===== config.mk =====
export PLATFORM = sky130hd
export DESIGN_NAME = periodic_irq_timer
export DESIGN_NICKNAME = d
export VERILOG_FILES = /design/src/rtl/pit_pkg.sv /design/src/rtl/pit_regdec.sv /design/src/rtl/pit_period.sv /design/src/rtl/pit_irq_fsm.sv /design/src/rtl/periodic_irq_timer.sv
export SDC_FILE = /design/constraint.sdc
export NUM_CORES = 1
export LEC_CHECK = 0
export ABC_AREA = 1
export BUFFER_PORTS_ARGS = -buffer_cell sky130_fd_sc_hd__buf_2
export CORE_ASPECT_RATIO = 1.1
export CORE_MARGIN = 3
export CORE_UTILIZATION = 47
export DETAILED_ROUTE_END_ITERATION = 8
export GPL_TIMING_DRIVEN = 0
export PLACE_DENSITY = 0.85
export SYNTH_ARGS = -nofsm -noshare
export SYNTH_HDL_FRONTEND = slang
export SYNTH_SLANG_ARGS = --single-unit

===== constraint.sdc =====
create_clock -name clk -period 3.6 [get_ports clk]
set_input_delay 0.18 -clock clk [delete_from_list [all_inputs] [get_ports clk]]
set_output_delay 0.18 -clock clk [all_outputs]
set_load 0.02 [all_outputs]

===== src/rtl/pit_pkg.sv =====
`timescale 1ns/1ps
package pit_pkg;

    // Run machine: the timer is idle until software first programs it.
    typedef enum logic {
        RUN_IDLE   = 1'b0,
        RUN_ACTIVE = 1'b1
    } run_state_e;

    // Interrupt machine: the level seen on timer_irq.
    typedef enum logic {
        IRQ_LOW  = 1'b0,
        IRQ_HIGH = 1'b1
    } irq_state_e;

    // Byte offsets decoded by software drivers.
    localparam int unsigned RELOAD_OFS_DEF = 32'h228;
    localparam int unsigned COUNT_OFS_DEF  = 32'h230;

endpackage


===== src/rtl/pit_regdec.sv =====
`timescale 1ns/1ps
module pit_regdec #(
    parameter int unsigned AW         = 12,
    parameter int unsigned DW         = 32,
    parameter int unsigned CW         = 9,
    parameter int unsigned RELOAD_OFS = pit_pkg::RELOAD_OFS_DEF,
    parameter int unsigned COUNT_OFS  = pit_pkg::COUNT_OFS_DEF
) (
    input  logic          reg_wr,
    input  logic          reg_rd,
    input  logic [AW-1:0] reg_addr,
    input  logic [DW-1:0] reg_wdata,
    output logic          reload_wr,
    output logic          count_rd,
    output logic [CW-1:0] reload_val,
    output logic [DW-1:0] reg_rdata
);

    localparam int unsigned WAW = AW - 2;
    localparam logic [WAW-1:0] RELOAD_WORD = WAW'(RELOAD_OFS >> 2);
    localparam logic [WAW-1:0] COUNT_WORD  = WAW'(COUNT_OFS >> 2);

    logic [WAW-1:0] word_addr;
    logic           hit_reload;
    logic           hit_count;
    logic           unused_bits;

    assign word_addr  = reg_addr[AW-1:2];
    assign hit_reload = (word_addr == RELOAD_WORD);
    assign hit_count  = (word_addr == COUNT_WORD);

    assign reload_wr  = reg_wr & hit_reload;
    assign count_rd   = reg_rd & hit_count;

    // Only the low CW bits of the write data are kept.
    assign reload_val = reg_wdata[CW-1:0];

    // No register is readable; the count read returns zero.
    assign reg_rdata  = '0;

    assign unused_bits = ^{reg_addr[1:0], reg_wdata[DW-1:CW]};

endmodule


===== src/rtl/pit_period.sv =====
`timescale 1ns/1ps
module pit_period
    import pit_pkg::*;
#(
    parameter int unsigned CW = 9
) (
    input  logic          clk,
    input  logic          rst_n,
    input  logic          ms_tick,
    input  logic          reload_wr,
    input  logic [CW-1:0] reload_val,
    output logic          expire,
    output logic          running,
    output logic [CW-1:0] cnt_q,
    output logic [CW-1:0] reload_q
);

    run_state_e run_q, run_d;
    logic       at_limit;
    logic       step;

    // Next-state logic of the run machine.
    always_comb begin
        run_d = run_q;
        unique case (run_q)
            RUN_IDLE:   if (reload_wr) run_d = RUN_ACTIVE;
            RUN_ACTIVE: run_d = RUN_ACTIVE;
            default:    run_d = RUN_IDLE;
        endcase
    end

    always_ff @(posedge clk) begin
        if (!rst_n) run_q <= RUN_IDLE;
        else        run_q <= run_d;
    end

    assign running  = (run_q == RUN_ACTIVE);
    assign at_limit = (cnt_q == reload_q);
    // A write in the same cycle takes precedence over the strobe.
    assign step     = running & ms_tick & ~reload_wr;
    assign expire   = step & at_limit;

    always_ff @(posedge clk) begin
        if (!rst_n) begin
            reload_q <= '0;
        end else if (reload_wr) begin
            reload_q <= reload_val;
        end
    end

    always_ff @(posedge clk) begin
        if (!rst_n) begin
            cnt_q <= '0;
        end else if (reload_wr) begin
            cnt_q <= '0;
        end else if (step) begin
            cnt_q <= at_limit ? '0 : cnt_q + 1'b1;
        end
    end

endmodule


===== src/rtl/pit_irq_fsm.sv =====
`timescale 1ns/1ps
module pit_irq_fsm
    import pit_pkg::*;
(
    input  logic clk,
    input  logic rst_n,
    input  logic expire,
    input  logic count_rd,
    input  logic reload_wr,
    output logic timer_irq
);

    irq_state_e irq_q, irq_d;

    always_comb begin
        irq_d = irq_q;
        unique case (irq_q)
            IRQ_LOW: begin
                if (expire) irq_d = IRQ_HIGH;
            end
            IRQ_HIGH: begin
                if (reload_wr)                irq_d = IRQ_LOW;
                else if (count_rd && !expire) irq_d = IRQ_LOW;
            end
            default: irq_d = IRQ_LOW;
        endcase
    end

    always_ff @(posedge clk) begin
        if (!rst_n) irq_q <= IRQ_LOW;
        else        irq_q <= irq_d;
    end

    always_comb begin
        unique case (irq_q)
            IRQ_HIGH: timer_irq = 1'b1;
            default:  timer_irq = 1'b0;
        endcase
    end

endmodule


===== src/rtl/periodic_irq_timer.sv =====
`timescale 1ns/1ps
module periodic_irq_timer #(
    parameter int unsigned AW         = 12,
    parameter int unsigned DW         = 32,
    parameter int unsigned CW         = 9,
    parameter int unsigned RELOAD_OFS = pit_pkg::RELOAD_OFS_DEF,
    parameter int unsigned COUNT_OFS  = pit_pkg::COUNT_OFS_DEF
) (
    input  logic          clk,
    input  logic          rst_n,
    input  logic          ms_tick,
    input  logic          reg_wr,
    input  logic          reg_rd,
    input  logic [AW-1:0] reg_addr,
    input  logic [DW-1:0] reg_wdata,
    output logic [DW-1:0] reg_rdata,
    output logic          timer_irq
);

    logic          reload_wr;
    logic          count_rd;
    logic [CW-1:0] reload_val;
    logic          expire;
    logic          running;
    logic [CW-1:0] cnt_q;
    logic [CW-1:0] reload_q;

    pit_regdec #(
        .AW(AW), .DW(DW), .CW(CW),
        .RELOAD_OFS(RELOAD_OFS), .COUNT_OFS(COUNT_OFS)
    ) i_regdec (
        .reg_wr    (reg_wr),
        .reg_rd    (reg_rd),
        .reg_addr  (reg_addr),
        .reg_wdata (reg_wdata),
        .reload_wr (reload_wr),
        .count_rd  (count_rd),
        .reload_val(reload_val),
        .reg_rdata (reg_rdata)
    );

    pit_period #(.CW(CW)) i_period (
        .clk       (clk),
        .rst_n     (rst_n),
        .ms_tick   (ms_tick),
        .reload_wr (reload_wr),
        .reload_val(reload_val),
        .expire    (expire),
        .running   (running),
        .cnt_q     (cnt_q),
        .reload_q  (reload_q)
    );

    pit_irq_fsm i_irq_fsm (
        .clk      (clk),
        .rst_n    (rst_n),
        .expire   (expire),
        .count_rd (count_rd),
        .reload_wr(reload_wr),
        .timer_irq(timer_irq)
    );

endmodule


==> run summary, run 1 <==
Placed design
- 0.823 — last weighted congestion value of the routability-driven placer
- 286 — dpl cells
- 0.00168 mm² — Placement Cell Area
- 24 — Port Buf Inserts
- 2090 µm — sum of net half-perimeters after detailed placement
- 2260 ps — setup slack after placement

Floorplanning
- 50.1% — effective utilization at floorplan
- 63.3 µm — Die Y
- 0.00280 mm² — placeable core area
- 0.00368 mm² — area of the die
- 58.1 µm — horizontal extent of the die
- 20 — FP Rows
- 82 — I/O pin count

Layout
- 61.9% — core utilization of the finished layout
- 761 µm² — area of the multi-input gates
- 23.5% — area growth from synthesis to final layout
- sky130_fd_sc_hd__nand2_1 — most common cell after layout, fill and taps aside
- 32.7% — ratio of cells with drive above 1 in the final layout
- 400 µm² — area taken by flip-flops and latches
- 0.00174 mm² — Non-Filler Cell Area, Final
- sky130_fd_sc_hd__nand2_1 (39), sky130_fd_sc_hd__buf_4 (32), sky130_fd_sc_hd__conb_1 (32), sky130_fd_sc_hd__buf_2 (24), sky130_fd_sc_hd__inv_1 (22) — most frequent cells in the layout
- 268 — fill cell count
- 308 — net count of the finished layout
- 290 — count of non-filler cells in the finished layout
- 0 — antenna fix cells

Detailed routing
- 4.42 — detail-routed via count per cell
- 4 — first-pass detailed-route iteration total
- 9.14 µm — routed wirelength normalized by instance count
- 0 — post-detailed-route DRC marker count
- 2650 µm — final routed wirelength across all metal layers
- 23 — first-iteration detailed-routing DRC count
- 1,282 — vias
- 0 — number of nets with antenna violations after routing

STA
- 2200 ps — final worst-path setup slack
- 58.2% — headroom to the max-slew limit
- 0 ps — TNS Setup
- 0 — # setup viols final
- 38.9% — final cycle utilization of the critical path
- 0 — fin. max-slew vios
- 627 ps — transition time at the pin with the least slew margin
- 0 — number of failing hold endpoints at the final stage
- 1400 ps — min Tclk post-route
- false — RSZ-0062 raised after global routing
- 10.3 ps — Fin Clk Skew
- 714 MHz — maximum achievable frequency

Setup path
- i_period.cnt_q[1] — critical register-to-register path startpoint
- reg -> reg — classification of the worst setup path
- 2200 ps — setup slack of the worst register-to-register path
- 1660 ps — CP Data Arrival Time
- flip-flop — Critical Path Sink Type
- i_period.cnt_q[8] — Reg-to-Reg End
- flip-flop — critical path startpoint category
- 7 — worst reg-to-reg path cell count
- 3860 ps — Req. time, crit path
- 5 — maximum fanout encountered on the critical timing path

Global route
- 0 — number of antenna violations at the first check in global routing
- 13 — maximum number of pins on one net before global-route repair
- 4840 µm — wire length of the first global-routing pass
- 1,174 — number of global-route vias before repair
- 16.6% — total track usage
- 0 — global route total overflow

Yosys
- 198 — cell count after synthesis
- sky130_fd_sc_hd__dfxtp_1 (28%), sky130_fd_sc_hd__buf_4 (17%), sky130_fd_sc_hd__nand2_1 (10%), sky130_fd_sc_hd__nand3_1 (6.4%), sky130_fd_sc_hd__inv_1 (5.9%) — dominant cells by area after synthesis
- sky130_fd_sc_hd__dfxtp_1 — leading area contributor after synthesis
- 28.5% — proportion of synthesized chip area in sequential cells
- 20 — total of flip-flops plus latches after synthesis
- 26 — number of library cell types mapped by synthesis
- 0 — count of synthesis-stage warnings from yosys
- 28.5% — share of the synthesized area in the top cell type
- 7.10 µm² — average size of a mapped cell
- 0.00141 mm² — Post-Synthesis Cell Area

Run
- 0 — max-cap violation count

Clocking
- 320 ps — Clk Latency, worst-skew pair
- done — clock tree from TritonCTS
- 120 ps — clock-pin transition on the worst setup and hold timing paths
- 1 — number of H-tree levels
- sky130_fd_sc_hd__clkbuf_4 — Root Buffer Master
- 0 — count of cells resized by post-cts repair
- 3 — total clock buffers created by CTS
- 20 — clk sink count
- 0 — hold buffer count at CTS
- 0 — number of buffers inserted by post-CTS setup repair
- 2 — maximum clock insertion buffer count

Min path
- rst_n — HP Start
- 3 — cell depth of the worst hold path
- in -> reg — Hold Path Class
- i_irq_fsm.irq_q — Endpoint, Worst Hold

Outcome
- finished clean — result of the run

Pwr
- 0.856 nW — static power due to leakage
- 283 mW/mm² — cell area power density
- 0.000251 V — VDD IR max

cell families after synthesis:
kind of cell,after synthesis,synth area share [%]
xor gates and xnor gates,3,1.87
DFF,20,28.5
adders and majority gates,1,0.890
and+or+nand+nor,99,34.3
AOI/OAI and AO/OA,14,8.55
other,1,0.267
buffers and inverters,60,25.6
routing by layer:
layer | track usage (%) | wire length, µm | share of wire (%)
met1 | 19.5 | 1070 | 40
met2 | 29.0 | 1340 | 51
met3 | 2.87 | 183 | 6.9
met4 | 6.96 | 58 | 2.2
met5 | 0 | 0 | 0
synth_stat cells, drive strengths merged:
| cell type | count |
|---|---|
| nand2 | 43 |
| buf | 34 |
| nor2 | 26 |
| inv | 24 |
| dfxtp | 20 |
| nand3 | 20 |
| a21oi | 7 |
| nor3 | 7 |
| a211oi | 6 |
| nand4 | 3 |
| xnor2 | 3 |
| clkbuf | 1 |
| clkinv | 1 |
| conb | 1 |
| ha | 1 |
| o22ai | 1 |
stage by stage:
step           power, mW  hold slack, ps
2_1_floorplan      0.293             305
3_3_place_gp       0.307             425
3_5_place_dp       0.308             428
4_1_cts            0.492            80.9
5_1_grt            0.510             110
6_report           0.490            83.4
power breakdown:
part           switching (mW)  leakage (nW)  total, mW  internal (mW)
clock                  0.0737        0.0279      0.186          0.113
sequential          0.0000559         0.161      0.221          0.221
combinational          0.0475         0.667     0.0826         0.0351
total                   0.121         0.856      0.490          0.369
worst max path at each step:
stage / from / to / slack (ps) / cells past startpoint
after floorplan: i_period.cnt_q[0] / i_period.cnt_q[8] / 2430 / 7
after global placement: reg_addr[10] / i_period.cnt_q[7] / 2280 / 8
after detailed placement: reg_addr[10] / i_period.cnt_q[5] / 2260 / 8
after CTS: i_period.cnt_q[1] / i_period.cnt_q[8] / 2220 / 7
after global routing: i_period.cnt_q[1] / i_period.cnt_q[8] / 1990 / 7
final: i_period.cnt_q[1] / i_period.cnt_q[8] / 2200 / 7
layout make-up:
type                            instances  area share, %
Inverter                               25           5.41
Clock buffer                            3           1.30
Tap cell                               33           2.38
Buffer                                 35           15.4
Clock inverter                          1           1.73
Timing Repair Buffer                   24           6.92
Multi-Input combinational cell        149           43.8
Sequential cell                        20           23.1
flip-flops by register name (all words and copies together), names as in the netlist:
| register | cells |
|---|---|
| i_period.reload_q | 9 |
| i_period.running | 1 |
| i_irq_fsm.irq_q | 1 |
| i_period.cnt_q | 9 |
critical path, stage by stage (launching register included):
cell	delay, ps
sky130_fd_sc_hd__dfxtp_1	420
sky130_fd_sc_hd__ha_1	220
sky130_fd_sc_hd__nand2_1	110
sky130_fd_sc_hd__nor3_1	280
sky130_fd_sc_hd__nand3_1	110
sky130_fd_sc_hd__nand2_1	60
sky130_fd_sc_hd__nand2_1	50
sky130_fd_sc_hd__nor2_1	80
Note: power is estimated with default switching activity, not from simulation.
==> run 2, diff against run 1 <==
Settings changed: ABC_AREA 1 to 0, CORE_UTILIZATION 47 to 38, PLACE_DENSITY 0.85 to 0.76.
Clock period 3.6 ns to 1.15 ns, I/O delays scaled along.
==> run 2 against run 1 <==
The run now ends with negative setup slack left. Non-clock buffer count grew 15. Sequential share of layout area shrank 0.10 points. Core utilization shrank 2.8 points. Highest routed layer unchanged.
==> run summary, run 2 <==
Outcome
- finished with violations — result of the run
- negative setup slack — violations in the final reports

Setup path
- 5 — worst reg-to-reg path cell count
- 1550 ps — CP Data Arrival Time
- reg -> reg — classification of the worst setup path
- -220 ps — setup slack of the worst register-to-register path
- 4 — maximum fanout encountered on the critical timing path
- 1330 ps — Req. time, crit path
- i_period.cnt_q[1] — critical register-to-register path startpoint
- sky130_fd_sc_hd__dfxtp_2 — standard cell with the maximum stage delay on the critical path
- ha_2 > and3_4 > and4_1 > xnor2_1 > a211oi_2 — critical path, cell by cell
- 400 ps — CP max stage delay
- flip-flop — Critical Path Sink Type
- i_period.cnt_q[8] — Reg-to-Reg End
- flip-flop — critical path startpoint category

Yosys
- sky130_fd_sc_hd__dfxtp_1 — prevailing post-synth register cell
- 31.0% — proportion of synthesized chip area in sequential cells
- 31.0% — share of the synthesized area in the top cell type
- 0 — count of flip-flops with a built-in enable after synthesis
- 142 — cell count after synthesis
- 0% — async set-reset flop share out of synthesis
- sky130_fd_sc_hd__dfxtp_1 — leading area contributor after synthesis
- 20 — total of flip-flops plus latches after synthesis
- sky130_fd_sc_hd__buf_4 — most frequently used cell type in the post-synthesis netlist
- sky130_fd_sc_hd__buf_4 (32), sky130_fd_sc_hd__dfxtp_1 (20), sky130_fd_sc_hd__nor2_1 (13) — list of most frequent post-synthesis cells
- 33 — number of library cell types mapped by synthesis
- sky130_fd_sc_hd__dfxtp_1 (31%), sky130_fd_sc_hd__buf_4 (19%), sky130_fd_sc_hd__mux2i_1 (7.0%), sky130_fd_sc_hd__xnor2_1 (6.8%), sky130_fd_sc_hd__nor2_1 (3.8%) — dominant cells by area after synthesis
- 9.08 µm² — average size of a mapped cell
- 0 — count of synthesis-stage warnings from yosys
- 0.00129 mm² — Post-Synthesis Cell Area

Detailed routing
- 11.6 µm — routed wirelength normalized by instance count
- 1,125 — vias
- 4.55 — detail-routed via count per cell
- 20 — first-iteration detailed-routing DRC count
- 0 — number of nets with antenna violations after routing
- 0 — post-detailed-route DRC marker count
- 2870 µm — final routed wirelength across all metal layers
- 4 — first-pass detailed-route iteration total

Pwr
- 0.916 nW — static power due to leakage
- 1.38 mW — sum of internal, switching and leakage power
- 740 mW/mm² — cell area power density
- 0.000690 V — VDD IR max

Layout
- 0 — antenna fix cells
- i_period.cnt_q: 9 flops, i_period.reload_q: 9 flops — largest registers
- sky130_fd_sc_hd__buf_4 (36), sky130_fd_sc_hd__conb_1 (32), sky130_fd_sc_hd__buf_2 (25), sky130_fd_sc_hd__nor2_1 (13), sky130_fd_sc_hd__dfxtp_2 (10) — most frequent cells in the layout
- 264 — net count of the finished layout
- 59.1% — core utilization of the finished layout
- 47.9% — ratio of cells with drive above 1 in the final layout
- sky130_fd_sc_hd__buf_4 — most common cell after layout, fill and taps aside
- 44.4% — area growth from synthesis to final layout

Min path
- rst_n — HP Start
- in -> reg — Hold Path Class
- i_irq_fsm.irq_q — Endpoint, Worst Hold
- 2 — cell depth of the worst hold path

Global route
- 4370 µm — wire length of the first global-routing pass
- 2.52% — global routing usage on met3
- met2 — most used routing layer
- 14.2% — total track usage
- 15.9% — met1 Track Usage GR
- 12 — maximum number of pins on one net before global-route repair
- 25.9% — global routing usage on met2
- 0 — global route total overflow
- 0 — number of antenna violations at the first check in global routing
- 1,012 — number of global-route vias before repair

Clocking
- 2 — maximum clock insertion buffer count
- 300 ps — Clk Latency, worst-skew pair
- done — clock tree from TritonCTS
- 110 ps — clock-pin transition on the worst setup and hold timing paths
- 1 — number of H-tree levels
- 3 — total clock buffers created by CTS
- 20 — clk sink count
- sky130_fd_sc_hd__clkbuf_4 — Root Buffer Master

STA
- 729 MHz — maximum achievable frequency
- 0 — fin. max-slew vios
- 1370 ps — min Tclk post-route
- -223 ps — final worst-path setup slack
- 4.61 ps — Fin Clk Skew
- true — RSZ-0062 raised after global routing
- -1940 ps — TNS Setup
- 119% — final cycle utilization of the critical path
- 0 — number of failing hold endpoints at the final stage
- 10 — # setup viols final

Placed design
- 0.805 — last weighted congestion value of the routability-driven placer
- -237 ps — setup slack after placement
- 24 — Port Buf Inserts
- 1930 µm — sum of net half-perimeters after detailed placement

Floorplanning
- 0.00413 mm² — area of the die
- 67.1 µm — Die Y
- 21 — FP Rows
- 0.00315 mm² — placeable core area
- 40.9% — effective utilization at floorplan
- 82 — I/O pin count
- 61.6 µm — horizontal extent of the die

Run
- 0 — max-cap violation count

## run 2: how the worst max path moves through the flow
stage                              to              start  slack (ps)
finish              i_period.cnt_q[8]  i_period.cnt_q[1]        -220
global route        i_period.cnt_q[5]  i_period.cnt_q[2]        -330
CTS                 i_period.cnt_q[5]  i_period.cnt_q[4]        -240
detailed placement  i_period.cnt_q[8]  i_period.cnt_q[4]        -240
global placement    i_period.cnt_q[8]  i_period.cnt_q[3]        -260
floorplan           i_period.cnt_q[8]  i_period.cnt_q[4]         -60
## run 2: kinds of logic (layout without fill, tap and decap cells)
kind of cell / count (synthesis) / after routing / share of synthesized area (%)
AND/OR/NAND/NOR: 46 / 46 / 23.1
AO/OA/AOI/OAI: 13 / 13 / 7.08
XOR/XNOR: 12 / 12 / 8.15
other: 1 / 32 / 0.291
flip-flops: 20 / 20 / 31.0
adder cells (fa/ha/maj): 1 / 1 / 0.970
buffers and inverters: 40 / 80 / 22.4
multiplexers: 9 / 9 / 6.98
## run 2: what timing repair did
item	CTS	global route
cloned	0	0
endpoints found under the hold margin	9	0
setup buffers	3	2
hold buffers	9	0
gates resized for setup	10	20
pin swaps	7	3
setup endpoints to repair	10	10
## run 2: through the flow
step	hold slack, ps	instances	instance area (µm²)
2_1_floorplan	201	173	1440
3_3_place_gp	286	231	1600
3_5_place_dp	298	231	1600
4_1_cts	31.9	245	1750
5_1_grt	27.6	247	1860
6_report	33.3	247	1860
## run 2: area by class of cell
| class | instances | area [µm²] |
|---|---|---|
| Sequential cell | 20 | 428 |
| Buffer | 36 | 272 |
| Tap cell | 34 | 42.5 |
| Inverter | 2 | 7.51 |
| Timing Repair Buffer | 38 | 251 |
| Multi-Input combinational cell | 113 | 826 |
| Clock buffer | 4 | 36.3 |
| Fill cell | 273 | 1290 |
## run 2: where the power goes
part / switching [mW] / internal (mW) / total, mW
Clock: 0.217 / 0.193 / 0.410
Combinational: 0.151 / 0.135 / 0.285
Sequential: 0.000139 / 0.683 / 0.683
Total: 0.368 / 1.01 / 1.38
## run 2: critical path, delay by kind of cell, from the launching register on
kind                     cells  cell delay, ps
AND/OR/NAND/NOR              2             430
flip-flops                   1             400
AO/OA/AOI/OAI                1              60
adder cells (fa/ha/maj)      1             210
XOR/XNOR                     1             160
## run 2: per-layer routing
metal	wire, µm	vias to the layer above
li1	-	574
met1	1090	505
met2	1540	38
met3	162	8
met4	68	0
met5	0	-
